`src/rtl/vlm_pkg.sv`:
```
package vlm_pkg;

    typedef enum logic [1:0] {
        ST_IDLE  = 2'd0,
        ST_FAST  = 2'd1,
        ST_SLOW1 = 2'd2,
        ST_SLOW2 = 2'd3
    } vlm_state_e;

endpackage

```
`src/rtl/vlm_zero_count.sv`:
```
module vlm_zero_count #(
    parameter int W  = 8,
    parameter int ZW = $clog2(W + 1)
) (
    input  logic [W-1:0]  value,
    output logic [ZW-1:0] zeros
);

    always_comb begin
        zeros = '0;
        for (int i = 0; i < W; i++) begin
            zeros = zeros + ZW'(!value[i]);
        end
    end

endmodule

```
`src/rtl/vlm_hold_judge.sv`:
```
module vlm_hold_judge #(
    parameter int W  = 8,
    parameter int ZW = $clog2(W + 1)
) (
    input  logic [ZW-1:0] zeros,
    input  logic          aged,
    output logic          one_cycle
);

    localparam logic [ZW-1:0] RELAXED_MIN = ZW'(W / 2);
    localparam logic [ZW-1:0] STRICT_MIN  = ZW'(W / 2 + 1);

    always_comb begin
        one_cycle = (zeros >= (aged ? STRICT_MIN : RELAXED_MIN));
    end

endmodule

```
`src/rtl/vlm_fast_path.sv`:
```
module vlm_fast_path #(
    parameter int W          = 8,
    parameter int FAST_ZEROS = W / 2 + 1,
    parameter int ZW         = $clog2(W + 1)
) (
    input  logic [W-1:0]   op_a,
    input  logic [W-1:0]   op_b,
    input  logic [ZW-1:0]  zeros,
    output logic [2*W-1:0] main_val,
    output logic [2*W-1:0] shadow_val
);

    localparam int PW = 2 * W;
    localparam logic [ZW-1:0] SAFE_MIN = ZW'(FAST_ZEROS);

    always_comb begin
        shadow_val = {{W{1'b0}}, op_a} * {{W{1'b0}}, op_b};
        // emulated late capture: wrong in the LSB for dense patterns
        main_val   = (zeros >= SAFE_MIN) ? shadow_val : (shadow_val ^ PW'(1));
    end

endmodule

```
`src/rtl/vlm_aging_meter.sv`:
```
module vlm_aging_meter #(
    parameter int WINDOW    = 256,
    parameter int AGE_LIMIT = 16
) (
    input  logic clk,
    input  logic rst_n,
    input  logic op_done,
    input  logic op_err,
    output logic aged
);

    localparam int OW = (WINDOW > 1) ? $clog2(WINDOW) : 1;
    localparam int EW = $clog2(AGE_LIMIT + 2);
    localparam logic [OW-1:0] LAST_OP  = OW'(WINDOW - 1);
    localparam logic [EW-1:0] ERR_SAT  = EW'(AGE_LIMIT + 1);
    localparam logic [EW-1:0] ERR_LIM  = EW'(AGE_LIMIT);

    typedef struct packed {
        logic [OW-1:0] ops;
        logic [EW-1:0] errs;
        logic          aged;
    } meter_t;

    meter_t m_d, m_q;
    logic [EW-1:0] errs_bump;

    always_comb begin
        m_d       = m_q;
        errs_bump = m_q.errs;
        if (op_done) begin
            if (op_err && (m_q.errs != ERR_SAT)) begin
                errs_bump = m_q.errs + 1'b1;
            end
            if (errs_bump > ERR_LIM) begin
                m_d.aged = 1'b1;
            end
            if (m_q.ops == LAST_OP) begin
                m_d.ops  = '0;
                m_d.errs = '0;
            end else begin
                m_d.ops  = m_q.ops + 1'b1;
                m_d.errs = errs_bump;
            end
        end
    end

    always_ff @(posedge clk) begin
        if (!rst_n) begin
            m_q <= '0;
        end else begin
            m_q <= m_d;
        end
    end

    assign aged = m_q.aged;

    AST_AGED_STICKY: assert property (@(posedge clk) disable iff (!rst_n) m_q.aged |=> m_q.aged) else $error("aged flag dropped");
    AST_WINDOW_CLEAR: assert property (@(posedge clk) disable iff (!rst_n) (op_done && m_q.ops == LAST_OP) |=> (m_q.ops == '0 && m_q.errs == '0)) else $error("window did not clear");

endmodule

```
`src/rtl/varlat_mult.sv`:
```
module varlat_mult #(
    parameter int W          = 8,
    parameter int FAST_ZEROS = W / 2 + 1,
    parameter int WINDOW     = 256,
    parameter int AGE_LIMIT  = 16
) (
    input  logic           clk,
    input  logic           rst_n,
    input  logic           in_valid,
    output logic           in_ready,
    input  logic [W-1:0]   in_a,
    input  logic [W-1:0]   in_b,
    output logic           out_valid,
    output logic [2*W-1:0] out_product,
    output logic           out_err,
    output logic           out_aged
);

    import vlm_pkg::*;

    localparam int PW = 2 * W;
    localparam int ZW = $clog2(W + 1);

    typedef struct packed {
        vlm_state_e    st;
        logic [W-1:0]  a;
        logic [W-1:0]  b;
        logic [ZW-1:0] zc;
        logic          replay;
        logic [PW-1:0] prod;
        logic          vld;
        logic          err;
    } core_t;

    core_t r_d, r_q;

    logic [ZW-1:0] in_zeros;
    logic          take_fast;
    logic          aged;
    logic [PW-1:0] main_val;
    logic [PW-1:0] shadow_val;

    vlm_zero_count #(.W(W), .ZW(ZW)) u_zeros (
        .value (in_a),
        .zeros (in_zeros)
    );

    vlm_hold_judge #(.W(W), .ZW(ZW)) u_judge (
        .zeros     (in_zeros),
        .aged      (aged),
        .one_cycle (take_fast)
    );

    vlm_fast_path #(.W(W), .FAST_ZEROS(FAST_ZEROS), .ZW(ZW)) u_fast (
        .op_a       (r_q.a),
        .op_b       (r_q.b),
        .zeros      (r_q.zc),
        .main_val   (main_val),
        .shadow_val (shadow_val)
    );

    vlm_aging_meter #(.WINDOW(WINDOW), .AGE_LIMIT(AGE_LIMIT)) u_meter (
        .clk     (clk),
        .rst_n   (rst_n),
        .op_done (r_d.vld),
        .op_err  (r_d.err),
        .aged    (aged)
    );

    always_comb begin
        r_d     = r_q;
        r_d.vld = 1'b0;
        r_d.err = 1'b0;
        unique case (r_q.st)
            ST_IDLE: begin
                if (in_valid) begin
                    r_d.a      = in_a;
                    r_d.b      = in_b;
                    r_d.zc     = in_zeros;
                    r_d.replay = 1'b0;
                    r_d.st     = take_fast ? ST_FAST : ST_SLOW1;
                end
            end
            ST_FAST: begin
                if (main_val == shadow_val) begin
                    r_d.prod = main_val;
                    r_d.vld  = 1'b1;
                    r_d.st   = ST_IDLE;
                end else begin
                    r_d.replay = 1'b1;
                    r_d.st     = ST_SLOW1;
                end
            end
            ST_SLOW1: begin
                r_d.st = ST_SLOW2;
            end
            ST_SLOW2: begin
                r_d.prod   = shadow_val;
                r_d.vld    = 1'b1;
                r_d.err    = r_q.replay;
                r_d.replay = 1'b0;
                r_d.st     = ST_IDLE;
            end
            default: r_d.st = ST_IDLE;
        endcase
    end

    always_ff @(posedge clk) begin
        if (!rst_n) begin
            r_q <= '0;
        end else begin
            r_q <= r_d;
        end
    end

    assign in_ready    = (r_q.st == ST_IDLE);
    assign out_valid   = r_q.vld;
    assign out_product = r_q.prod;
    assign out_err     = r_q.err;
    assign out_aged    = aged;

    AST_ONE_PENDING: assert property (@(posedge clk) disable iff (!rst_n) (in_valid && in_ready) |=> !in_ready) else $error("second operand accepted while busy");
    AST_RESULT_EXACT: assert property (@(posedge clk) disable iff (!rst_n) out_valid |-> (out_product == ({{W{1'b0}}, r_q.a} * {{W{1'b0}}, r_q.b}))) else $error("product mismatch");
    AST_ERR_WITH_VALID: assert property (@(posedge clk) disable iff (!rst_n) out_err |-> out_valid) else $error("error bit without result");
    AST_ERR_AFTER_REPLAY: assert property (@(posedge clk) disable iff (!rst_n) out_err |-> $past(r_q.st == ST_SLOW2)) else $error("error bit outside replay");
    AST_FAST_CLEAN: assert property (@(posedge clk) disable iff (!rst_n) (out_valid && $past(r_q.st == ST_FAST)) |-> !out_err) else $error("fast result flagged");

endmodule

```
`config.mk`:
```
export PLATFORM = sky130hd
export DESIGN_NAME = varlat_mult
export DESIGN_NICKNAME = d
export VERILOG_FILES = /design/src/rtl/vlm_pkg.sv /design/src/rtl/vlm_zero_count.sv /design/src/rtl/vlm_hold_judge.sv /design/src/rtl/vlm_fast_path.sv /design/src/rtl/vlm_aging_meter.sv /design/src/rtl/varlat_mult.sv
export SDC_FILE = /design/constraint.sdc
export NUM_CORES = 1
export LEC_CHECK = 0
export BUFFER_PORTS_ARGS = -buffer_cell sky130_fd_sc_hd__buf_2
export CAP_MARGIN = 15
export CORE_ASPECT_RATIO = 1.1
export CORE_UTILIZATION = 45
export DETAILED_ROUTE_END_ITERATION = 10
export PLACE_DENSITY = 0.65
export SLEW_MARGIN = 20
export SYNTH_ARGS = -nofsm -noshare
export SYNTH_HDL_FRONTEND = slang
export SYNTH_HIERARCHICAL = 1
export SYNTH_SLANG_ARGS = --single-unit
```
`constraint.sdc`:
```
create_clock -name clk -period 17.75 [get_ports clk]
set_input_delay 1.775 -clock clk [delete_from_list [all_inputs] [get_ports clk]]
set_output_delay 1.775 -clock clk [all_outputs]
set_load 0.02 [all_outputs]
```
# Yosys cells after proc, flatten, opt, wreduce, memory -nomap -nowiden
# Index checks and enable logic that the tools add are counted.
# word_totals
regBits	55
# op_classes
n_addsub	9
n_mux	14
n_bitwise	1
n_eq_ne	9
magnitude_cmp	3
reduce_logical	16
mul	1
# op_table
operator	n
$pmux 17 s2	1
$add 4x1->4	6
$mux 23	1
$mux 17	1
$eq 16x16->1	1
$mul 8x8->16	1
$mux 13	1
$mux 5	2
$add 8x1->8 const B	1
$eq 8x8->1 const B	1
$logic_not 1->1	8
$pmux 2 s4	1
$ne 2x2->1 const B	3
$reduce_and 2->1	3
$add 5x1->5 const B	1
$gt 5x5->1 const B	1
$ne 5x5->1 const B	1
$eq 2x2->1 const B	2
$ge 4x3->1 const B	1
$ge 4x4->1	1
$mux 1	4
$mux 2	2
$pmux 1 s3	1
$reduce_and 3->1	1
7 further kinds	7

# Logic depth before layout (Yosys ltp)
# Gate-level depths: netlist (run 1).
# depth
ltp_word	12
depth_mapped	25
mapped_depth_nobuf	22

# By module
# The synthesis (run 1) kept the hierarchy.
# modules_own_cells
module	cells_each	n_inst	area_per_inst_um2	seq_area_each_um2
vlm_fast_path	276	1	2339.7	0.0
varlat_mult	240	1	2117.0	820.8
vlm_aging_meter	82	1	769.5	280.3
vlm_zero_count	21	1	178.9	0.0
vlm_hold_judge	5	1	38.8	0.0

# Worst setup path after synthesis (run 1)
# Ideal clock, no wire load.
# synth_path
kind	reg2reg
start	register r_q[30] (netlist name)
end	register u_meter/m_q[11] (netlist name)
path_stages_with_launch	24
setup_slack_ps	11790
path_buffers	2
required_time_ps	17680
arrival_time_ps	5890
period_less_slack_ps	5960
cell_sequence	dfxtp_1 -> nand2_1 -> fa_1 -> fa_1 -> inv_1 -> fa_1 -> inv_1 -> fa_1 -> inv_1 -> ha_1 -> o21a_1 -> o31a_4 -> o311ai_4 -> or4b_1 -> o311ai_1 -> buf_4 -> xor2_1 -> nor4_1 -> nand4_1 -> buf_6 -> a21boi_1 -> nand4_1 -> or3_1 -> a21oi_1
# synth_lines
item	line	source
start, declared	varlat_mult.sv:35	core_t r_d, r_q;
start signal, assigned	varlat_mult.sv:112	r_q <= r_d;
end signal, assigned	vlm_aging_meter.sv:51	m_q <= m_d;
end, declared	vlm_aging_meter.sv:24	meter_t m_d, m_q;

==> results.sh, run 1 <==
export IMPL_status="completed"
export IMPL_final_area_um2=5690
export IMPL_path_max_fanout=13
export IMPL_post_dp_cell_area_um2=5530
export IMPL_die_area_um2=12500
export IMPL_rsz0062_at_grt="false"
export IMPL_finalHoldViolations=0
export IMPL_synth_area_per_cell_um2=8.72
export IMPL_timing_final_crit_share=0.361
export IMPL_viasPerCell=5.37
export IMPL_slew_viol_final=0
export IMPL_firstDrtPassIters=4
export IMPL_die_y_um=117
export IMPL_synth_edf_count=0
export IMPL_max_vdd_ir_drop_v=0.0000819
export IMPL_cts_buffers=5
export IMPL_worstPathRequired_ns=17.99
export IMPL_clk_path_buf_depth=2
export IMPL_yosys_warnings=6
export IMPL_crit_arrival_ns=6.64
export IMPL_worstSetupStartpointType="register"
export IMPL_ys_seq_area_frac=0.202
export IMPL_leakage_uw=0.00280
export IMPL_end_kind="register"
export IMPL_cts_hold_buffers=0
export IMPL_routed_wl_mm=11.2
export IMPL_netlist_area_um2=5440
export IMPL_skew_ns=0.00788
export IMPL_post_cts_setup_buffers=0
export IMPL_ant_nets=0
export IMPL_netlist_instances=624
export IMPL_io_pins=39
export IMPL_drtIter0Drc=220
export IMPL_grt_usage=0.190
export IMPL_htreeDepth=2
export IMPL_grt_pass1_wl_mm=19.4
export IMPL_die_w_um=107
export IMPL_ys_types=59
export IMPL_cts_repair_resized=0
export IMPL_cts_tree="done"
export IMPL_place_hpwl_mm=8.78
export IMPL_rows=41
export IMPL_finalCriticalPeriod_ns=6.40
export IMPL_grt_max_degree=50
export IMPL_finalWeightedCongestion=0.926
export IMPL_syn2layout_area_growth_pct=4.60
export IMPL_drive_above_1_share=0.125
export IMPL_setup_viol=0
export IMPL_wire_per_inst_um=14.4
export IMPL_antenna_cells=0
export IMPL_tightest_slew_ns=0.842
export IMPL_clkLatencyLatePin_ns=0.30
export IMPL_synth_ff_type="dfxtp_1"
export IMPL_critical_path_class="reg -> reg"
export IMPL_clock_sinks=55
export IMPL_initial_core_util=0.467
export IMPL_setup_tns_final_ns=0
export IMPL_p_total_uw=434
export IMPL_numPortBuffers=38
export IMPL_first_global_vias=4164
export IMPL_ys_ff_latch=55
export IMPL_async_flop_share=0
export IMPL_max_slew_margin_rel=0.439
export IMPL_vias=4157
export IMPL_postLayoutCoreUtil=0.489
export IMPL_max_freq_mhz=156
export IMPL_clk_pin_slew_ns=0.08
export IMPL_synthesis_nets=726
export IMPL_drc=0
export IMPL_min_path_type="reg -> reg"
export IMPL_cap_violations=0
export IMPL_p_per_area_nw_per_um2=76.2
export IMPL_fp_coreArea_um2=11600
export IMPL_antenna_found_initial=0
export IMPL_nNetsFinal=725
export IMPL_cts_root_buf="clkbuf_16"
export IMPL_overflow=0
power by group:
| group | internal (uW) | total, uW | leakage (uW) | switching (uW) |
|---|---|---|---|---|
| combinational | 64.7 | 168 | 0.00228 | 103 |
| sequential | 141 | 161 | 0.000447 | 19.9 |
| clock | 56.6 | 105 | 0.0000731 | 48.0 |
layout make-up:
type	count	area, um^2
clock buffers	6	139
clock inverters	2	16.3
fillers	1101	5950
inverters	71	267
multi-input cells	449	3770
flip-flops and latches	55	1100
well taps	150	188
repair buffers	41	213
synth_stat cells (all sizes together) (3+ instances only):
cell type / instances / share of area
a21boi: 23 / 0.032
a21o: 3 / 0.0041
a21oi: 15 / 0.014
and2: 59 / 0.068
buf: 37 / 0.051
clkbuf: 12 / 0.0083
dfxtp: 55 / 0.20
fa: 40 / 0.15
ha: 43 / 0.099
inv: 71 / 0.049
mux2i: 18 / 0.033
nand2: 66 / 0.046
nand3: 6 / 0.0055
nand4: 6 / 0.0097
nor2: 17 / 0.012
nor2b: 4 / 0.0060
nor3: 9 / 0.0083
nor4: 4 / 0.0057
o21ai: 44 / 0.040
o221a: 16 / 0.033
o22ai: 4 / 0.0046
o311ai: 3 / 0.0080
o31ai: 7 / 0.017
or3: 3 / 0.0034
xnor2: 8 / 0.013
xor2: 22 / 0.035
path summary, 6_finish.rpt:
| kind | from | end | slack [ns] | cells after the start |
|---|---|---|---|---|
| hold / removal | r_q[22] | r_q[22] | 0.47 | 2 |
| setup reg to reg | r_q[30] | u_meter/m_q[11] | 11.35 | 21 |
| setup / recovery | r_q[30] | u_meter/m_q[11] | 11.35 | 21 |
| hold reg to reg | r_q[22] | r_q[22] | 0.47 | 2 |
per-stage QoR:
step           setup slack [ns]  hold WS (ns)  cells
2_1_floorplan             11.79         0.438    624
3_3_place_gp              11.15         0.454    766
3_5_place_dp              10.95         0.461    766
4_1_cts                   10.92         0.471    774
5_1_grt                   10.81         0.492    774
6_report                  11.35         0.468    774
cells in the final DEF, fill, tap and decap left out, types with 2 or more instances in the layout:
cell	synthesis	layout
dfxtp_1	55	55
xor2_1	22	22
buf_4	31	3
a21oi_1	15	15
fa_1	40	40
a21boi_0	21	21
ha_1	43	43
o21a_1	2	2
a211oi_1	2	2
xnor2_1	8	8
inv_1	70	70
and3_1	2	2
or3_1	3	3
clkbuf_16	0	5
o21ai_0	44	44
a31oi_1	2	2
o31ai_1	4	4
nor2b_1	3	3
nand4_1	5	5
o31ai_4	3	3
a21o_1	3	3
mux2i_1	18	18
o2111ai_1	2	2
nor3_1	9	8
o221a_2	16	16
o22ai_1	4	4
nand3_1	6	6
nand2_1	66	66
nor2_1	17	17
and2_1	59	59
buf_2	4	38
o311ai_1	2	2
nor4_1	3	3
per-layer routing:
metal | GRT usage | up-vias | routed length [um]
met5 | 0 | - | 0
met1 | 0.252 | 1981 | 5270
met2 | 0.310 | 65 | 5350
li1 | - | 2088 | -
met4 | 0.0728 | 0 | 306
met3 | 0.0256 | 23 | 250
logic make-up (layout without fill, tap and decap cells):
group	after synthesis	after routing	share of synthesized area
fa+ha+maj	83	83	0.246
xor+xnor	30	30	0.0483
flops	55	55	0.202
simple gates	186	186	0.182
compound gates	131	131	0.179
buf+inv	120	120	0.108
mux	19	19	0.0352
critical path, cell delays in order (launching register included):
cell,delay [ns]
dfxtp_1,0.45
nand2_1,0.13
fa_1,0.53
fa_1,0.55
inv_1,0.05
fa_1,0.53
inv_1,0.05
fa_1,0.53
inv_1,0.04
ha_1,0.34
o21a_1,0.14
o31a_4,0.13
o311ai_4,0.22
or4b_1,0.45
o311ai_1,0.20
xor2_1,0.15
nor4_1,0.27
nand4_1,0.21
a21boi_2,0.56
nand4_1,0.32
or3_1,0.38
a21oi_1,0.14
registers in the layout (all words and copies together) (netlist names):
register,cells
r_q,23
out_err,1
u_meter/aged,1
u_meter/m_q,13
out_product,16
out_valid,1
No activity file was read; power rests on OpenSTA's default activity.
==> run 2, diff against run 1 <==
--- a/config.mk
+++ b/config.mk
@@ -5,12 +5,13 @@
 export SDC_FILE = /design/constraint.sdc
 export NUM_CORES = 1
 export LEC_CHECK = 0
+export ABC_AREA = 1
 export BUFFER_PORTS_ARGS = -buffer_cell sky130_fd_sc_hd__buf_2
 export CAP_MARGIN = 15
 export CORE_ASPECT_RATIO = 1.1
 export CORE_UTILIZATION = 45
 export DETAILED_ROUTE_END_ITERATION = 10
-export PLACE_DENSITY = 0.65
+export PLACE_DENSITY = 0.68
 export SLEW_MARGIN = 20
 export SYNTH_ARGS = -nofsm -noshare
 export SYNTH_HDL_FRONTEND = slang
==> constraint.sdc (replaced) <==
create_clock -name clk -period 5.15 [get_ports clk]
set_input_delay 0.515 -clock clk [delete_from_list [all_inputs] [get_ports clk]]
set_output_delay 0.515 -clock clk [all_outputs]
set_load 0.02 [all_outputs]
==> run 2 against run 1 <==
- clock power grew to 3.4 times the previous value
- combinational power rose to 7.6 times the previous value
- flip-flop and latch count unchanged
- synthesized area rose by 7.6%
- critical endpoint is now u_meter/m_q[13]
- highest routed layer unchanged
==> results.sh, run 2 <==
export IMPL_cap_violations=0
export IMPL_top_layer="met4"
export IMPL_setup_viol=0
export IMPL_netlist_instances=913
export IMPL_numPortBuffers=38
export IMPL_synthTopCellsByCount="273 x nand2_1, 197 x inv_1, 91 x nor2_1"
export IMPL_dr_wl_met3_um=345
export IMPL_die_area_um2=13500
export IMPL_nNetsFinal=1042
export IMPL_clkPwrFrac=0.162
export IMPL_slew_viol_final=0
export IMPL_final_area_um2=6690
export IMPL_finalWeightedCongestion=0.844
export IMPL_synth_top_area_cell="dfxtp_1"
export IMPL_min_path_type="reg -> reg"
export IMPL_async_flop_share=0
export IMPL_wire_per_inst_um=11.1
export IMPL_rsz0062_at_grt="true"
export IMPL_crit_slowest_cell="fa_1"
export IMPL_cts_root_buf="clkbuf_16"
export IMPL_p_total_uw=2190
export IMPL_wl_met2_mm=6.12
export IMPL_ys_types=36
export IMPL_leakage_uw=0.00398
export IMPL_largest_reg_flops=23
export IMPL_synth_top_family_by_area="simple AND/OR/NAND/NOR gates"
export IMPL_max_slew_margin_rel=0.508
export IMPL_cts_tree="done"
export IMPL_seq_area_um2=1140
export IMPL_clock_sinks=55
export IMPL_drc=0
export IMPL_intPower_uw=1200
export IMPL_stdcell_count=1098
export IMPL_regMostFlops="r_q"
export IMPL_drtIter0Drc=207
export IMPL_antenna_cells=0
export IMPL_routed_wl_mm=12.2
export IMPL_status="completed"
export IMPL_overflow=0
export IMPL_fp_coreArea_um2=12600
export IMPL_vias=5106
export IMPL_antenna_found_initial=0
export IMPL_p_per_area_nw_per_um2=327
export IMPL_synth_ff_type="dfxtp_1"
export IMPL_first_global_vias=4759
export IMPL_p_seq_frac=0.256
export IMPL_synth_area_per_cell_um2=6.42
export IMPL_ys_ff_latch=55
export IMPL_grt_usage=0.185
export IMPL_post_dp_cell_area_um2=6180
export IMPL_max_vdd_ir_drop_v=0.000193
export IMPL_power_switching_uw=992
export IMPL_cts_buffers=5
export IMPL_synthAdderAreaFrac=0.229
export IMPL_place_hpwl_mm=9.48
export IMPL_synth_xor_area_frac=0.0150
export IMPL_firstDrtPassIters=5
export IMPL_crit_arrival_ns=5.21
export IMPL_netlist_area_um2=5860
export IMPL_final_common_cell="nand2_1"
export IMPL_yosys_warnings=6
export IMPL_clkLatencyLatePin_ns=0.30
export IMPL_finalCriticalPeriod_ns=4.97
export IMPL_multi_input_area_um2=3830
export IMPL_clk_path_buf_depth=2
export IMPL_syn2layout_area_growth_pct=14.2
export IMPL_finalHoldViolations=0
export IMPL_synth_edf_count=0
export IMPL_synth_mux_area_frac=0
export IMPL_rows=43
export IMPL_yosys_top_cells_area="dfxtp_1 19%, nand2_1 17%, fa_1 14%"
export IMPL_htreeDepth=2
export IMPL_synthSimpleGateAreaFrac=0.323
export IMPL_clk_pin_slew_ns=0.08
export IMPL_skew_ns=0.00695
export IMPL_drive_above_1_share=0.206
export IMPL_critical_path_class="reg -> reg"
export IMPL_grt_max_degree=42
export IMPL_grt_pass1_wl_mm=20.7
export IMPL_die_y_um=122
export IMPL_placed_cells=1078
export IMPL_drt_met1_wl_mm=5.56
export IMPL_combPwrFrac=0.582
export IMPL_max_freq_mhz=201
export IMPL_worstPathRequired_ns=5.39
export IMPL_synth_compound_area_frac=0.0446
export IMPL_fillCellCount=1234
export IMPL_die_w_um=111
export IMPL_viasPerCell=4.65
export IMPL_timing_final_crit_share=0.964
export IMPL_final_cell_mix="252 x nand2_1, 183 x inv_1, 87 x nor2_1, 42 x dfxtp_1, 41 x buf_4"
export IMPL_io_pins=39
export IMPL_tightest_slew_ns=0.737
export IMPL_timing_critical_path_slowest_cell_delay_ns=0.53
export IMPL_path_max_fanout=6
export IMPL_end_kind="register"
export IMPL_switching_share=0.453
export IMPL_synth_most_common_cell="nand2_1"
export IMPL_synth_top_cell_area_share=0.188
export IMPL_initial_core_util=0.463
export IMPL_ant_nets=0
export IMPL_worstSetupStartpointType="register"
export IMPL_ys_seq_area_frac=0.188
export IMPL_synthesis_nets=1015
## run 2: cell types whose count changed after synthesis, sizes merged, moves of 15 or more
cell	before	now
o21ai	44	27
a21boi	23	0
nand3	6	21
mux2i	18	0
and2	59	0
nor2	17	97
nand3b	1	18
o221a	16	0
inv	71	210
nand2	66	280
## run 2: final timing paths
kind / from / to / slack, ns / cells after the start
setup / recovery: r_q[25] / u_meter/m_q[13] / 0.18 / 31
hold / removal: r_q[18] / out_err / 0.46 / 2
setup reg to reg: r_q[25] / u_meter/m_q[13] / 0.18 / 31
hold reg to reg: r_q[18] / out_err / 0.46 / 2
## run 2: power groups by stage
stage / Sequential (uW) / Clock, uW / Combinational [uW]
after global placement: 557 / 0 / 1120
after CTS: 553 / 368 / 1150
after detailed placement: 561 / 0 / 1130
after floorplan: 520 / 0 / 968
final: 560 / 355 / 1270
after global routing: 572 / 385 / 1450
## run 2: worst max-delay path: cells and delay by family (launching register included)
family / cells / cell delay [ns]
buf+inv: 8 / 0.76
xor+xnor: 1 / 0.31
simple gates: 15 / 1.33
fa+ha+maj: 5 / 1.91
flops: 1 / 0.37
compound gates: 2 / 0.22
## run 2: logic make-up (layout without fill, tap and decap cells)
kind of cell	Yosys count	after routing
AO/OA/AOI/OAI	48	48
buffers and inverters	275	303
flip-flops	55	55
XOR/XNOR	10	10
adder cells (fa/ha/maj)	83	83
AND/OR/NAND/NOR	442	442
## run 2: area by class of cell
class                      instances  area share
clock buffer                       5      0.0187
timing repair buffer              84      0.0855
clock inverter                     3     0.00430
inverter                         211       0.119
multi-input combinational        583       0.572
tap                              157      0.0294
sequential                        55       0.171
## run 2: repair_timing
action                                  4_1_cts  5_1_grt
hold buffers                                  0        0
pin swaps                                     1       58
buffers inserted                              0       12
resized for setup                             9       78
endpoints found under the setup margin        9       31
## run 2: per-stage QoR
step	hold WS (ns)	worst slack [ns]	TNS, ns	utilization
final	0.461	0.185	0	0.529
after global routing	0.479	-0.272	-0.841	0.529
after CTS	0.462	0.00336	0	0.503
after detailed placement	0.451	-0.0912	-0.270	0.489
after global placement	0.449	-0.0620	-0.200	0.489
after floorplan	0.439	0.00641	0	-
## run 2: metal layers
| metal | vias up | GRT usage |
|---|---|---|
| met5 | - | 0 |
| li1 | 2708 | - |
| met3 | 15 | 0.0244 |
| met1 | 2320 | 0.234 |
| met4 | 0 | 0.0467 |
| met2 | 63 | 0.333 |
==> run 3, diff against run 2 <==
--- a/config.mk
+++ b/config.mk
@@ -11,6 +11,7 @@
 export CORE_ASPECT_RATIO = 1.1
 export CORE_UTILIZATION = 45
 export DETAILED_ROUTE_END_ITERATION = 10
+export MAX_ROUTING_LAYER = met4
 export PLACE_DENSITY = 0.68
 export SLEW_MARGIN = 20
 export SYNTH_ARGS = -nofsm -noshare
==> run 3 against run 2 <==
- final cell count did not move
- register-to-register slack barely moved
- power barely moved
- hold slack got worse by 0.0015 ns
- clock skew barely moved
- largest cell class unchanged
- via count rose by 0.18%
- wire length rose by 0.16%
- clock-buffer cell count did not move
- non-clock buffer count did not move
- worst setup slack got worse by 0.0014 ns
- combinational power barely moved
- utilization barely moved
==> results.sh, run 3 (synthesized netlist as in run 2, its figures left out) <==
export IMPL_drive_above_1_share=0.205
export IMPL_crit_arrival_ns=5.21
export IMPL_critical_path_class="reg -> reg"
export IMPL_die_y_um=122
export IMPL_clkLatencyLatePin_ns=0.30
export IMPL_power_switching_uw=994
export IMPL_path_max_fanout=5
export IMPL_firstDrtPassIters=4
export IMPL_vias=5115
export IMPL_max_freq_mhz=201
export IMPL_drc=0
export IMPL_overflow=0
export IMPL_cap_violations=0
export IMPL_intPower_uw=1200
export IMPL_finalWeightedCongestion=0.857
export IMPL_wire_per_inst_um=11.1
export IMPL_grt_max_degree=42
export IMPL_timing_critical_path_slowest_cell_delay_ns=0.60
export IMPL_cts_tree="done"
export IMPL_cts_buffers=5
export IMPL_antenna_found_initial=0
export IMPL_routed_wl_mm=12.2
export IMPL_die_w_um=111
export IMPL_end_kind="register"
export IMPL_rrSetupSlack_ns=0.18
export IMPL_numPortBuffers=38
export IMPL_finalHoldViolations=0
export IMPL_rsz0062_at_grt="true"
export IMPL_combPwrFrac=0.581
export IMPL_drtIter0Drc=218
export IMPL_worstSetupStartpointType="register"
export IMPL_postLayoutCoreUtil=0.529
export IMPL_antenna_cells=0
export IMPL_die_area_um2=13500
export IMPL_p_seq_frac=0.256
export IMPL_slew_viol_final=0
export IMPL_finalCriticalPeriod_ns=4.97
export IMPL_fillCellCount=1234
export IMPL_leakage_uw=0.00399
export IMPL_min_path_type="in -> reg"
export IMPL_ant_nets=0
export IMPL_fin_ws_ns=0.183
export IMPL_setup_viol=0
export IMPL_first_global_vias=4762
export IMPL_regMostFlops="r_q"
export IMPL_switching_share=0.454
export IMPL_worstPathRequired_ns=5.39
export IMPL_nNetsFinal=1042
export IMPL_io_pins=39
export IMPL_place_ws_ns=-0.0912
export IMPL_syn2layout_area_growth_pct=14.1
export IMPL_rows=43
export IMPL_fp_coreArea_um2=12600
export IMPL_crit_slowest_cell="fa_1"
export IMPL_max_slew_margin_rel=0.510
export IMPL_max_vdd_ir_drop_v=0.000193
export IMPL_clk_path_buf_depth=2
export IMPL_final_common_cell="nand2_1"
export IMPL_viasPerCell=4.66
export IMPL_skew_ns=0.00666
export IMPL_final_cell_mix="252 x nand2_1, 183 x inv_1, 87 x nor2_1, 42 x dfxtp_1, 41 x buf_4"
export IMPL_largest_reg_flops=23
export IMPL_clk_pin_slew_ns=0.07
export IMPL_final_area_um2=6690
export IMPL_clkPwrFrac=0.163
export IMPL_cts_root_buf="clkbuf_16"
export IMPL_status="completed"
export IMPL_grt_usage=0.190
export IMPL_grt_pass1_wl_mm=20.7
export IMPL_htreeDepth=2
export IMPL_initial_core_util=0.463
export IMPL_timing_final_crit_share=0.964
export IMPL_post_dp_cell_area_um2=6180
export IMPL_p_per_area_nw_per_um2=328
export IMPL_clock_sinks=55
export IMPL_place_hpwl_mm=9.48
export IMPL_tightest_slew_ns=0.734
## run 3: cell count changes in the layout (fill, tap and decap cells not counted)
cell  previous run  this run
ha_2             1         0
ha_1            35        36
## run 3: worst max-delay path: cells and delay by family (launching register included)
family                   cells  cell delay (ns)
AO/OA/AOI/OAI                2             0.22
XOR/XNOR                     1             0.30
adder cells (fa/ha/maj)      5             1.89
buffers and inverters        8             0.77
flip-flops                   1             0.37
AND/OR/NAND/NOR             15             1.35
## run 3: repair_timing
item	CTS	global route
pin swaps	1	58
resized for setup	9	77
setup buffers	0	12
endpoints found under the hold margin	0	0
endpoints found under the setup margin	9	31
gates cloned	0	0
hold buffers	0	0
## run 3: power by group through the flow
stage	Sequential, uW	Combinational, uW	Clock, uW
floorplan	520	968	0
global placement	557	1120	0
detailed placement	561	1130	0
CTS	553	1150	368
global route	572	1450	385
finish	560	1270	357
## run 3: path summary, 6_finish.rpt
| kind | start | endpoint | depth (start not counted) |
|---|---|---|---|
| worst max-delay path | r_q[25] | u_meter/m_q[13] | 31 |
| worst min-delay path | in_b[3] | r_q[26] | 3 |
| worst max register to register | r_q[25] | u_meter/m_q[13] | 31 |
| worst min register to register | r_q[18] | out_err | 2 |
## run 3: layout make-up
| cell class | instances | area [um^2] | share of cell area |
|---|---|---|---|
| Timing Repair Buffer | 84 | 572 | 0.0855 |
| Multi-Input combinational cell | 583 | 3820 | 0.572 |
| Sequential cell | 55 | 1140 | 0.171 |
| Clock buffer | 5 | 125 | 0.0187 |
| Inverter | 211 | 795 | 0.119 |
| Clock inverter | 3 | 28.8 | 0.00430 |
| Tap cell | 157 | 196 | 0.0294 |
## run 3: through the flow
stage | total power [uW] | hold slack, ns | TNS [ns] | instances
floorplan | 1490 | 0.439 | 0 | 913
global placement | 1680 | 0.449 | -0.200 | 1078
detailed placement | 1690 | 0.451 | -0.270 | 1078
CTS | 2070 | 0.462 | 0 | 1086
global route | 2410 | 0.479 | -0.841 | 1098
finish | 2190 | 0.459 | 0 | 1098
## run 3: routing by layer
layer | vias to the layer above | global-route usage | wire [um]
met5 | - | - | 0
met2 | 74 | 0.333 | 6140
met3 | 14 | 0.0244 | 384
met1 | 2320 | 0.233 | 5510
li1 | 2707 | - | -
met4 | 0 | 0.0467 | 160
